$ cat config.mk
export PLATFORM = sky130hd
export DESIGN_NAME = dco_tw_encoder
export DESIGN_NICKNAME = d
export VERILOG_FILES = /design/src/rtl/dco_enc_pkg.sv /design/src/rtl/dco_tw_capture.sv /design/src/rtl/dco_sd_first.sv /design/src/rtl/dco_therm_enc.sv /design/src/rtl/dco_tw_encoder.sv
export SDC_FILE = /design/constraint.sdc
export NUM_CORES = 1
export LEC_CHECK = 0
export CAP_MARGIN = 20
export CORE_ASPECT_RATIO = 0.7
export CORE_UTILIZATION = 50
export DETAILED_ROUTE_END_ITERATION = 10
export DONT_BUFFER_PORTS = 1
export PLACE_DENSITY = 0.63
export REMOVE_ABC_BUFFERS = 1
export SLEW_MARGIN = 5
export SYNTH_ARGS = -nofsm -noshare
export SYNTH_HDL_FRONTEND = slang
export SYNTH_SLANG_ARGS = --single-unit
$ cat constraint.sdc
create_clock -name clk -period 2.5 [get_ports clk]
set_input_delay 0.5 -clock clk [delete_from_list [all_inputs] [get_ports clk]]
set_output_delay 0.5 -clock clk [all_outputs]
set_load 0.005 [all_outputs]
$ cat src/rtl/dco_enc_pkg.sv
package dco_enc_pkg;

  // Saturating sum of two non-negative counts, limited to lim.
  function automatic int unsigned sat_add(input int unsigned a,
                                          input int unsigned b,
                                          input int unsigned lim);
    int unsigned s;
    s = a + b;
    return (s > lim) ? lim : s;
  endfunction

endpackage

$ cat src/rtl/dco_tw_capture.sv
module dco_tw_capture #(
  parameter int TW_W = 13
) (
  input  logic            clk,
  input  logic            rst,
  input  logic [TW_W-1:0] word_in,
  output logic [TW_W-1:0] word_q
);

  always_ff @(posedge clk) begin
    if (rst) word_q <= '0;
    else     word_q <= word_in;
  end

endmodule

$ cat src/rtl/dco_sd_first.sv
module dco_sd_first #(
  parameter int FRAC_W = 4
) (
  input  logic              clk,
  input  logic              rst,
  input  logic [FRAC_W-1:0] frac,
  output logic              carry
);

  logic [FRAC_W-1:0] acc_q;
  logic [FRAC_W:0]   sum;

  always_comb begin
    sum   = {1'b0, acc_q} + {1'b0, frac};
    carry = sum[FRAC_W];
  end

  always_ff @(posedge clk) begin
    if (rst) acc_q <= '0;
    else     acc_q <= sum[FRAC_W-1:0];
  end

endmodule

$ cat src/rtl/dco_therm_enc.sv
module dco_therm_enc #(
  parameter int FINE_W = 3,
  localparam int UNITS = (1 << FINE_W) - 1,
  localparam int CNT_W = FINE_W + 1
) (
  input  logic [FINE_W-1:0] fine,
  input  logic              dither,
  output logic [UNITS-1:0]  therm
);

  logic [CNT_W-1:0] cnt_sat;

  always_comb begin
    cnt_sat = CNT_W'(dco_enc_pkg::sat_add(int'(fine), int'(dither), UNITS));
  end

  for (genvar i = 0; i < UNITS; i++) begin : g_unit
    assign therm[i] = (cnt_sat > CNT_W'(i));
  end

endmodule

$ cat src/rtl/dco_tw_encoder.sv
module dco_tw_encoder #(
  parameter int COARSE_W = 6,
  parameter int FINE_W   = 3,
  parameter int FRAC_W   = 4,
  localparam int TW_W    = COARSE_W + FINE_W + FRAC_W,
  localparam int UNITS   = (1 << FINE_W) - 1
) (
  input  logic                clk,
  input  logic                rst,
  input  logic [TW_W-1:0]     tune_word,
  output logic [COARSE_W-1:0] coarse_out,
  output logic [UNITS-1:0]    unit_out
);

  logic [TW_W-1:0]     tw_q;
  logic [FRAC_W-1:0]   frac_q;
  logic [FINE_W-1:0]   fine_q;
  logic [COARSE_W-1:0] coarse_q;
  logic                dith;
  logic [UNITS-1:0]    therm;

  dco_tw_capture #(.TW_W(TW_W)) u_cap (
    .clk     (clk),
    .rst     (rst),
    .word_in (tune_word),
    .word_q  (tw_q)
  );

  assign frac_q   = tw_q[FRAC_W-1:0];
  assign fine_q   = tw_q[FRAC_W +: FINE_W];
  assign coarse_q = tw_q[FRAC_W+FINE_W +: COARSE_W];

  dco_sd_first #(.FRAC_W(FRAC_W)) u_sd (
    .clk   (clk),
    .rst   (rst),
    .frac  (frac_q),
    .carry (dith)
  );

  dco_therm_enc #(.FINE_W(FINE_W)) u_therm (
    .fine   (fine_q),
    .dither (dith),
    .therm  (therm)
  );

  always_ff @(posedge clk) begin
    if (rst) begin
      coarse_out <= '0;
      unit_out   <= '0;
    end else begin
      coarse_out <= coarse_q;
      unit_out   <= therm;
    end
  end

endmodule

==> results of run 1 <==
[per-stage QoR]
| step | hold WS, ns | std cells | power, mW | worst slack, ns |
|---|---|---|---|---|
| 6_report | 0.2326 | 115 | 0.8282 | 0.4477 |
| 5_1_grt | 0.1995 | 115 | 0.8771 | 0.2104 |
| 4_1_cts | 0.2134 | 115 | 0.8427 | 0.4357 |
| 3_5_place_dp | 0.4218 | 108 | 0.5833 | 0.4436 |
| 3_3_place_gp | 0.4148 | 108 | 0.5805 | 0.4809 |
| 2_1_floorplan | 0.4138 | 86 | 0.5728 | 0.6060 |
[kinds of logic after synthesis]
group | share of synthesized area
mux | 0.01481
buf+inv | 0.03210
flops | 0.5926
simple gates | 0.1926
fa+ha+maj | 0.09383
compound gates | 0.07407
[worst max-delay path, delay by kind of cell, from the launching register on]
| kind | cells | cell delay [ns] |
|---|---|---|
| adder cells (fa/ha/maj) | 4 | 0.86 |
| AO/OA/AOI/OAI | 3 | 0.39 |
| flip-flops | 1 | 0.32 |
| AND/OR/NAND/NOR | 3 | 0.30 |
| buffers and inverters | 1 | 0.05 |
[final cells by class]
type                       count  area (µm²)
clock buffer                   5       37.54
clock inverter                 2       10.01
fill                         174       815.8
inverter                       4       15.01
multi-input combinational     52       380.4
sequential                    30       600.6
tap                           22       27.53
[layer usage]
| layer | GRT usage | part of all wire |
|---|---|---|
| met1 | 0.1609 | 0.49 |
| met2 | 0.1958 | 0.39 |
| met3 | 0.1188 | 0.11 |
| met5 | 0 | 0 |
| met4 | 0.09146 | 0.0061 |
[how the worst max path moves through the flow]
| stage | from | to | slack [ns] |
|---|---|---|---|
| after floorplan | u_cap.word_q[0] | unit_out[5] | 0.61 |
| after global placement | u_cap.word_q[0] | unit_out[4] | 0.48 |
| after detailed placement | u_cap.word_q[0] | unit_out[4] | 0.44 |
| after CTS | u_cap.word_q[0] | unit_out[4] | 0.44 |
| after global routing | u_cap.word_q[0] | unit_out[4] | 0.21 |
| final | u_cap.word_q[0] | unit_out[2] | 0.45 |
[cells in the mapped netlist (2+ instances only)]
cell type / count / area share
dfxtp_1: 30 / 0.59
nor2b_1: 23 / 0.14
ha_1: 6 / 0.074
inv_1: 4 / 0.015
nor2_1: 4 / 0.015
a211oi_1: 3 / 0.022
a21oi_1: 3 / 0.015
nand2_1: 3 / 0.011
buf_2: 2 / 0.0099
[flip-flops by register name, indices dropped and copies added, names as in the netlist]
register,flops
unit_out,7
coarse_out,6
u_sd.acc_q,4
u_cap.word_q,13
[where the power goes]
| part | internal, mW | switching [mW] | total (mW) | leakage, nW |
|---|---|---|---|---|
| sequential | 0.506 | 0.0109 | 0.517 | 0.248 |
| combinational | 0.0303 | 0.0241 | 0.0545 | 0.175 |
| clock | 0.101 | 0.156 | 0.257 | 0.0308 |
==> results.yml, run 1 <==
synthesis:
  syn_inst: 89
  async_reset_ff_frac: 0
  seq_area_frac_synth: 0.5926
  synth_area_per_cell_um2: 11.39
  ys_warn_count: 0
  ys_ff_latch: 30
  synth_area_um2: 1013
  synth_ff_type: "dfxtp_1"
  synth_cell_types: 20
  synth_edf_count: 0
floorplanning:
  start_util: 0.5371
  fp.coreArea_um2: 1887
  rows: 13
  io_pins: 28
  die_y_um: 39.67
  die_w_um: 55.81
  die_area_um2: 2214
finish:
  final_area_um2: 1071
  num-nets-final: 115
  utilization: 0.5676
  final_common_cell: "dfxtp_1"
  final_cell_mix: "dfxtp_1 (30), nor2b_1 (23), ha_1 (6)"
  syn2layout_area_growth_pct: 5.679
  antenna_cells: 0
  drive_gt1_frac: 0.1183
placed_design:
  hpwl_um: 864.1
  place_area_um2: 1023
  gp_congestion: 0.7460
  port_buffers: 0
worst_setup_path:
  r2r_cells: 11
  crit_fanout: 7
  cp_slowest_stage_delay_ns: 0.38
  worstReg2RegEnd: "unit_out[2]"
  crit_top_cell: "ha_1"
  cp.required_ns: 2.70
  reg2reg_slack_ns: 0.45
  crit_path_start_kind: "flop"
  path_cells: "ha_1, inv_1, fa_1, nor2b_1, o21ai_0, nand2b_1, ha_1, ha_1, nand2_1, o21ai_4, a21oi_1"
  endpoint_kind: "flop"
  crit_type: "reg -> reg"
  arrival_ns: 2.26
  slowest_stage: "fa_1"
  rr_startpoint: "u_cap.word_q[0]"
power_and_ir_drop:
  power.leakage_nw: 0.4544
  ir_drop_mv: 0.5083
  powerDensity_nw_per_um2: 773.3
clocking:
  cts.htree.levels: 2
  clkSinkCount: 30
  ctsResizeCount: 0
  cts_buffers: 5
  cts_root_buf: "clkbuf_4"
  cts_tree: "yes"
  clockBufferDepth: 2
  holdBufCountCts: 0
  insertion_delay_ns: 0.32
  clk_pin_slew_ns: 0.09
  postCtsSetupRepairBufs: 0
routing:
  drt-initial-drc-count: 5
  first_pass_iters: 4
  wirelength_um: 1322
  ant_nets: 0
  via_per_inst: 4.739
  drcViolationCount: 0
  vias: 545
  wl_per_cell_um: 11.50
timing:
  tns_ns: 0
  setup_violations: 0
  timing.final.crit_share: 0.8209
  worstMarginPinSlew_ns: 0.2178
  rsz0062_at_grt: "no"
  max_slew_margin: 0.8543
  timing.fmax_ghz: 0.4873
  slew_viol_final: 0
  hold_violations: 0
  min_period_ns: 2.052
  clock_skew_ns: 0.006503
global_routing:
  grt_usage: 0.1472
  antenna_found_initial: 0
  grt_pass1_wl_um: 2111
  grt_max_degree: 32
  grt_pass1_vias: 460
  grt.overflow.total: 0
worst_hold_path:
  hold_class: "in -> reg"
  min_path_cells: 1
  worstHoldEndpoint: "coarse_out[1]"
  hp-start: "rst"
run_status:
  outcome: "complete, no violations"
run:
  cap_violations: 0
No activity file was read; power rests on OpenSTA's default activity.
==> run 2: changes to the inputs <==
==> constraint.sdc (replaced) <==
create_clock -name clk -period 1.9 [get_ports clk]
set_input_delay 0.38 -clock clk [delete_from_list [all_inputs] [get_ports clk]]
set_output_delay 0.38 -clock clk [all_outputs]
set_load 0.005 [all_outputs]
==> run 2 against run 1 <==
Effect of this change: the run now ends with negative setup slack left; non-clock buffer count grew 4; cell area grew 8.2%; combinational power grew 70%; fmax grew 2.3%; register-to-register slack lost 0.55 ns; power grew 34%; via count grew 6.2%; sequential share of layout area shrank 4.0 points; sequential power grew 32%; core utilization grew 4.6 points; count of clock-buffer cells in the layout is the same; critical endpoint is now unit_out[1]; largest cell class unchanged; largest power group unchanged; highest routed layer unchanged.
==> results.yml, run 2 (synthesis results as in run 1) <==
timing:
  setup_violations: 7
  timing.final.crit_share: 1.055
  min_period_ns: 2.005
  worstMarginPinSlew_ns: 0.2720
  max_slew_margin: 0.8180
  clock_skew_ns: 0.002755
  hold_violations: 0
  slew_viol_final: 0
  timing.fmax_ghz: 0.4987
  rsz0062_at_grt: "yes"
  setup_slack_ns: -0.1052
clocking:
  insertion_delay_ns: 0.31
  clk_pin_slew_ns: 0.09
  clockBufferDepth: 2
  clkSinkCount: 30
  cts_root_buf: "clkbuf_4"
  cts_buffers: 5
  cts_tree: "yes"
  holdBufCountCts: 0
  cts.htree.levels: 2
routing:
  drcViolationCount: 0
  vias: 579
  drt-initial-drc-count: 9
  ant_nets: 0
  via_per_inst: 4.866
  wirelength_um: 1515
  first_pass_iters: 2
  wl_per_cell_um: 12.73
finish:
  top_register: "u_cap.word_q"
  syn2layout_area_growth_pct: 14.32
  largest_reg_flops: 13
  final_common_cell: "dfxtp_1"
  utilization: 0.6141
  final_cell_mix: "dfxtp_1 (28), nor2b_1 (22), clkbuf_4 (5)"
  drive_gt1_frac: 0.2887
  final_area_um2: 1159
  antenna_cells: 0
  num-nets-final: 119
  largestRegisters: "u_cap.word_q: 13 flops, unit_out: 7 flops, coarse_out: 6 flops"
global_routing:
  grt_max_degree: 32
  grt_pass1_vias: 510
  grt.overflow.total: 0
  grt_pass1_wl_um: 2283
  grt_usage: 0.1561
  antenna_found_initial: 0
placed_design:
  port_buffers: 0
  hpwl_um: 892.5
  place_area_um2: 1046
  gp_congestion: 0.7019
worst_setup_path:
  arrival_ns: 2.20
  reg2reg_slack_ns: -0.11
  r2r_cells: 11
  endpoint_kind: "flop"
  crit_fanout: 7
  worstReg2RegEnd: "unit_out[1]"
  crit_type: "reg -> reg"
  cp.required_ns: 2.10
  crit_path_start_kind: "flop"
  rr_startpoint: "u_cap.word_q[0]"
run_status:
  violations: "negative setup slack"
  outcome: "finished with violations"
floorplanning:
  fp.coreArea_um2: 1887
  die_area_um2: 2214
  die_y_um: 39.67
  start_util: 0.5371
  io_pins: 28
  rows: 13
  die_w_um: 55.81
power_and_ir_drop:
  ir_drop_mv: 0.7055
  power.leakage_nw: 0.4852
  powerDensity_nw_per_um2: 958.3
worst_hold_path:
  worstHoldEndpoint: "coarse_out[5]"
  min_path_cells: 1
  hp-start: "rst"
  hold_class: "in -> reg"
run:
  cap_violations: 0
## run 2: final cells by class
cell class / instances / area, µm²
inverter: 4 / 15.01
tap: 22 / 27.53
clock inverter: 2 / 10.01
sequential: 30 / 603.1
multi-input combinational: 52 / 435.4
timing repair buffer: 4 / 30.03
clock buffer: 5 / 37.54
fill: 173 / 728.2
## run 2: metal layers
layer / track usage / vias to the layer above / wire [µm] / share of wire
li1: - / 298 / - / -
met1: 0.1687 / 257 / 658 / 0.43
met2: 0.2319 / 20 / 705 / 0.47
met3: 0.09571 / 4 / 124 / 0.082
met4: 0.1098 / 0 / 27 / 0.018
met5: 0 / - / 0 / 0
## run 2: critical path: stages (launching register included)
cell,delay (ns)
dfxtp_2,0.35
ha_4,0.14
inv_2,0.03
fa_2,0.34
nor2b_2,0.13
o21ai_1,0.06
nand2b_1,0.08
ha_2,0.20
ha_4,0.15
nand2_4,0.05
o21ai_4,0.25
a21oi_1,0.10
## run 2: worst max path at each step
stage | cells past startpoint | from | end
floorplan | 11 | u_cap.word_q[0] | unit_out[5]
global placement | 11 | u_cap.word_q[0] | unit_out[5]
detailed placement | 11 | u_cap.word_q[0] | unit_out[2]
CTS | 11 | u_cap.word_q[0] | unit_out[0]
global route | 11 | u_cap.word_q[0] | unit_out[1]
finish | 11 | u_cap.word_q[0] | unit_out[1]
## run 2: report_power, final
group / switching (mW) / total (mW) / internal, mW
clock network: 0.201 / 0.334 / 0.133
registers: 0.0173 / 0.684 / 0.667
logic: 0.0387 / 0.0928 / 0.0541
## run 2: what timing repair did
item / CTS / global route
pin swaps: 4 / 5
resized for setup: 15 / 2
buffers inserted: 1 / 0
setup endpoints to repair: 7 / 7
## run 2: through the flow
step / total power [mW] / setup WS (ns) / hold WS, ns / TNS, ns / instances
floorplan: 0.7536 / 0.006033 / 0.4138 / 0 / 86
global placement: 0.7728 / -0.1186 / 0.4148 / -0.7054 / 111
detailed placement: 0.7768 / -0.1951 / 0.4223 / -1.093 / 111
CTS: 1.123 / -0.08580 / 0.1045 / -0.4101 / 119
global route: 1.165 / -0.1884 / 0.09664 / -1.228 / 119
finish: 1.110 / -0.1052 / 0.1234 / -0.5706 / 119
==> run 3: changes to the inputs <==
--- a/config.mk
+++ b/config.mk
@@ -7,11 +7,13 @@
 export LEC_CHECK = 0
 export CAP_MARGIN = 20
 export CORE_ASPECT_RATIO = 0.7
-export CORE_UTILIZATION = 50
+export CORE_UTILIZATION = 25
 export DETAILED_ROUTE_END_ITERATION = 10
 export DONT_BUFFER_PORTS = 1
-export PLACE_DENSITY = 0.63
+export PLACE_DENSITY = 0.36
+export RECOVER_POWER = 25
 export REMOVE_ABC_BUFFERS = 1
+export SKIP_LAST_GASP = 1
 export SLEW_MARGIN = 5
 export SYNTH_ARGS = -nofsm -noshare
 export SYNTH_HDL_FRONTEND = slang
==> run 3 against run 2 <==
Effect of this change: the run still ends with negative setup slack left; power rose by 16%; via count grew 3.3%; combinational power up 6.8%; worst hold slack better by 0.043 ns; fmax up 2.4%; register-to-register slack improved by 0.05 ns; largest cell class unchanged; wire length up 5.4%; worst setup slack gained 0.048 ns.
==> results.yml, run 3 (synthesis results as in run 1) <==
run_status:
  outcome: "finished with violations"
  violations: "negative setup slack"
timing:
  clock_skew_ns: 0.003798
  max_slew_margin: 0.8191
  min_period_ns: 1.957
  setup_violations: 7
  setup_slack_ns: -0.05747
  timing.final.crit_share: 1.030
  worstMarginPinSlew_ns: 0.2704
  timing.fmax_ghz: 0.5109
  hold_ws_ns: 0.1661
  hold_violations: 0
  rsz0062_at_grt: "yes"
  tns_ns: -0.3278
  slew_viol_final: 0
routing:
  drt-initial-drc-count: 0
  drcViolationCount: 0
  ant_nets: 0
  first_pass_iters: 1
  vias: 598
  wirelength_um: 1597
  via_per_inst: 3.858
  wl_per_cell_um: 10.30
global_routing:
  grt_pass1_vias: 581
  grt_max_degree: 32
  grt_usage: 0.08489
  grt_pass1_wl_um: 2546
  grt.overflow.total: 0
  antenna_found_initial: 0
clocking:
  cts_tree: "yes"
  clkSinkCount: 30
  clockBufferDepth: 2
  cts.htree.levels: 2
  cts_buffers: 5
  holdBufCountCts: 0
  insertion_delay_ns: 0.27
  clk_pin_slew_ns: 0.06
  cts_root_buf: "clkbuf_8"
floorplanning:
  die_area_um2: 4317
  start_util: 0.2744
  io_pins: 28
  die_y_um: 55.27
  fp.coreArea_um2: 3694
  rows: 18
  die_w_um: 78.10
finish:
  largestRegisters: "u_cap.word_q: 13 flops, unit_out: 7 flops, coarse_out: 6 flops"
  syn2layout_area_growth_pct: 28.15
  drive_gt1_frac: 0.3524
  utilization: 0.3516
  top_register: "u_cap.word_q"
  num-nets-final: 126
  antenna_cells: 0
  final_common_cell: "dfxtp_1"
  final_cell_mix: "dfxtp_1 (28), nor2b_1 (22), buf_4 (11)"
  final_area_um2: 1299
  largest_reg_flops: 13
  stdcell_count: 155
worst_setup_path:
  crit_fanout: 7
  crit_end: "unit_out[6]"
  worstReg2RegEnd: "unit_out[6]"
  arrival_ns: 2.15
  rr_startpoint: "u_cap.word_q[0]"
  crit_path_start_kind: "flop"
  endpoint_kind: "flop"
  reg2reg_slack_ns: -0.06
  r2r_cells: 11
  crit_type: "reg -> reg"
  crit_path_start: "u_cap.word_q[0]"
  cp.required_ns: 2.09
placed_design:
  gp_congestion: 0.6536
  place_area_um2: 1081
  port_buffers: 0
  dp_cells: 139
  dp_slack_ns: -0.2137
  hpwl_um: 993.3
power_and_ir_drop:
  report.power.total_mw: 1.291
  power.leakage_nw: 0.5413
  ir_drop_mv: 0.3005
  powerDensity_nw_per_um2: 994.0
worst_hold_path:
  hold_class: "in -> reg"
run:
  cap_violations: 0
run 3: layout make-up:
| type | instances | area [µm²] |
|---|---|---|
| clock buffer | 7 | 86.33 |
| clock inverter | 1 | 5.005 |
| fill | 390 | 2395 |
| inverter | 4 | 15.01 |
| multi-input combinational | 52 | 444.2 |
| sequential | 30 | 603.1 |
| tap | 50 | 62.56 |
| timing repair buffer | 11 | 82.58 |
run 3: worst max-delay path, cell delays in order (launching register included):
cell	delay, ns
dfxtp_2	0.34
ha_4	0.13
inv_2	0.03
fa_2	0.34
nor2b_2	0.13
o21ai_1	0.07
nand2b_1	0.08
ha_2	0.20
ha_4	0.14
or2_4	0.12
o21ai_4	0.09
a211oi_2	0.21
run 3: worst min path at each step:
stage,startpoint,endpoint,slack [ns],cells past startpoint
6_report,rst,unit_out[1],0.17,1
4_1_cts,rst,unit_out[1],0.15,1
3_3_place_gp,u_cap.word_q[9],coarse_out[2],0.42,1
3_5_place_dp,u_cap.word_q[10],coarse_out[3],0.42,1
5_1_grt,rst,unit_out[1],0.14,1
2_1_floorplan,u_cap.word_q[7],coarse_out[0],0.41,1
run 3: where the power goes:
| part | switching [mW] | internal, mW |
|---|---|---|
| Clock | 0.216 | 0.291 |
| Sequential | 0.0166 | 0.668 |
| Combinational | 0.0396 | 0.0595 |
run 3: what timing repair did:
item,4_1_cts,5_1_grt
setup buffers,7,1
pin swaps,9,9
endpoints found under the setup margin,7,7
resized for setup,17,2
run 3: per-layer routing:
metal,track usage,up-vias,share of wire
met3,0.05785,5,0.095
li1,-,310,-
met5,0,-,0
met2,0.1253,21,0.42
met4,0.05556,0,0.015
met1,0.08691,262,0.47
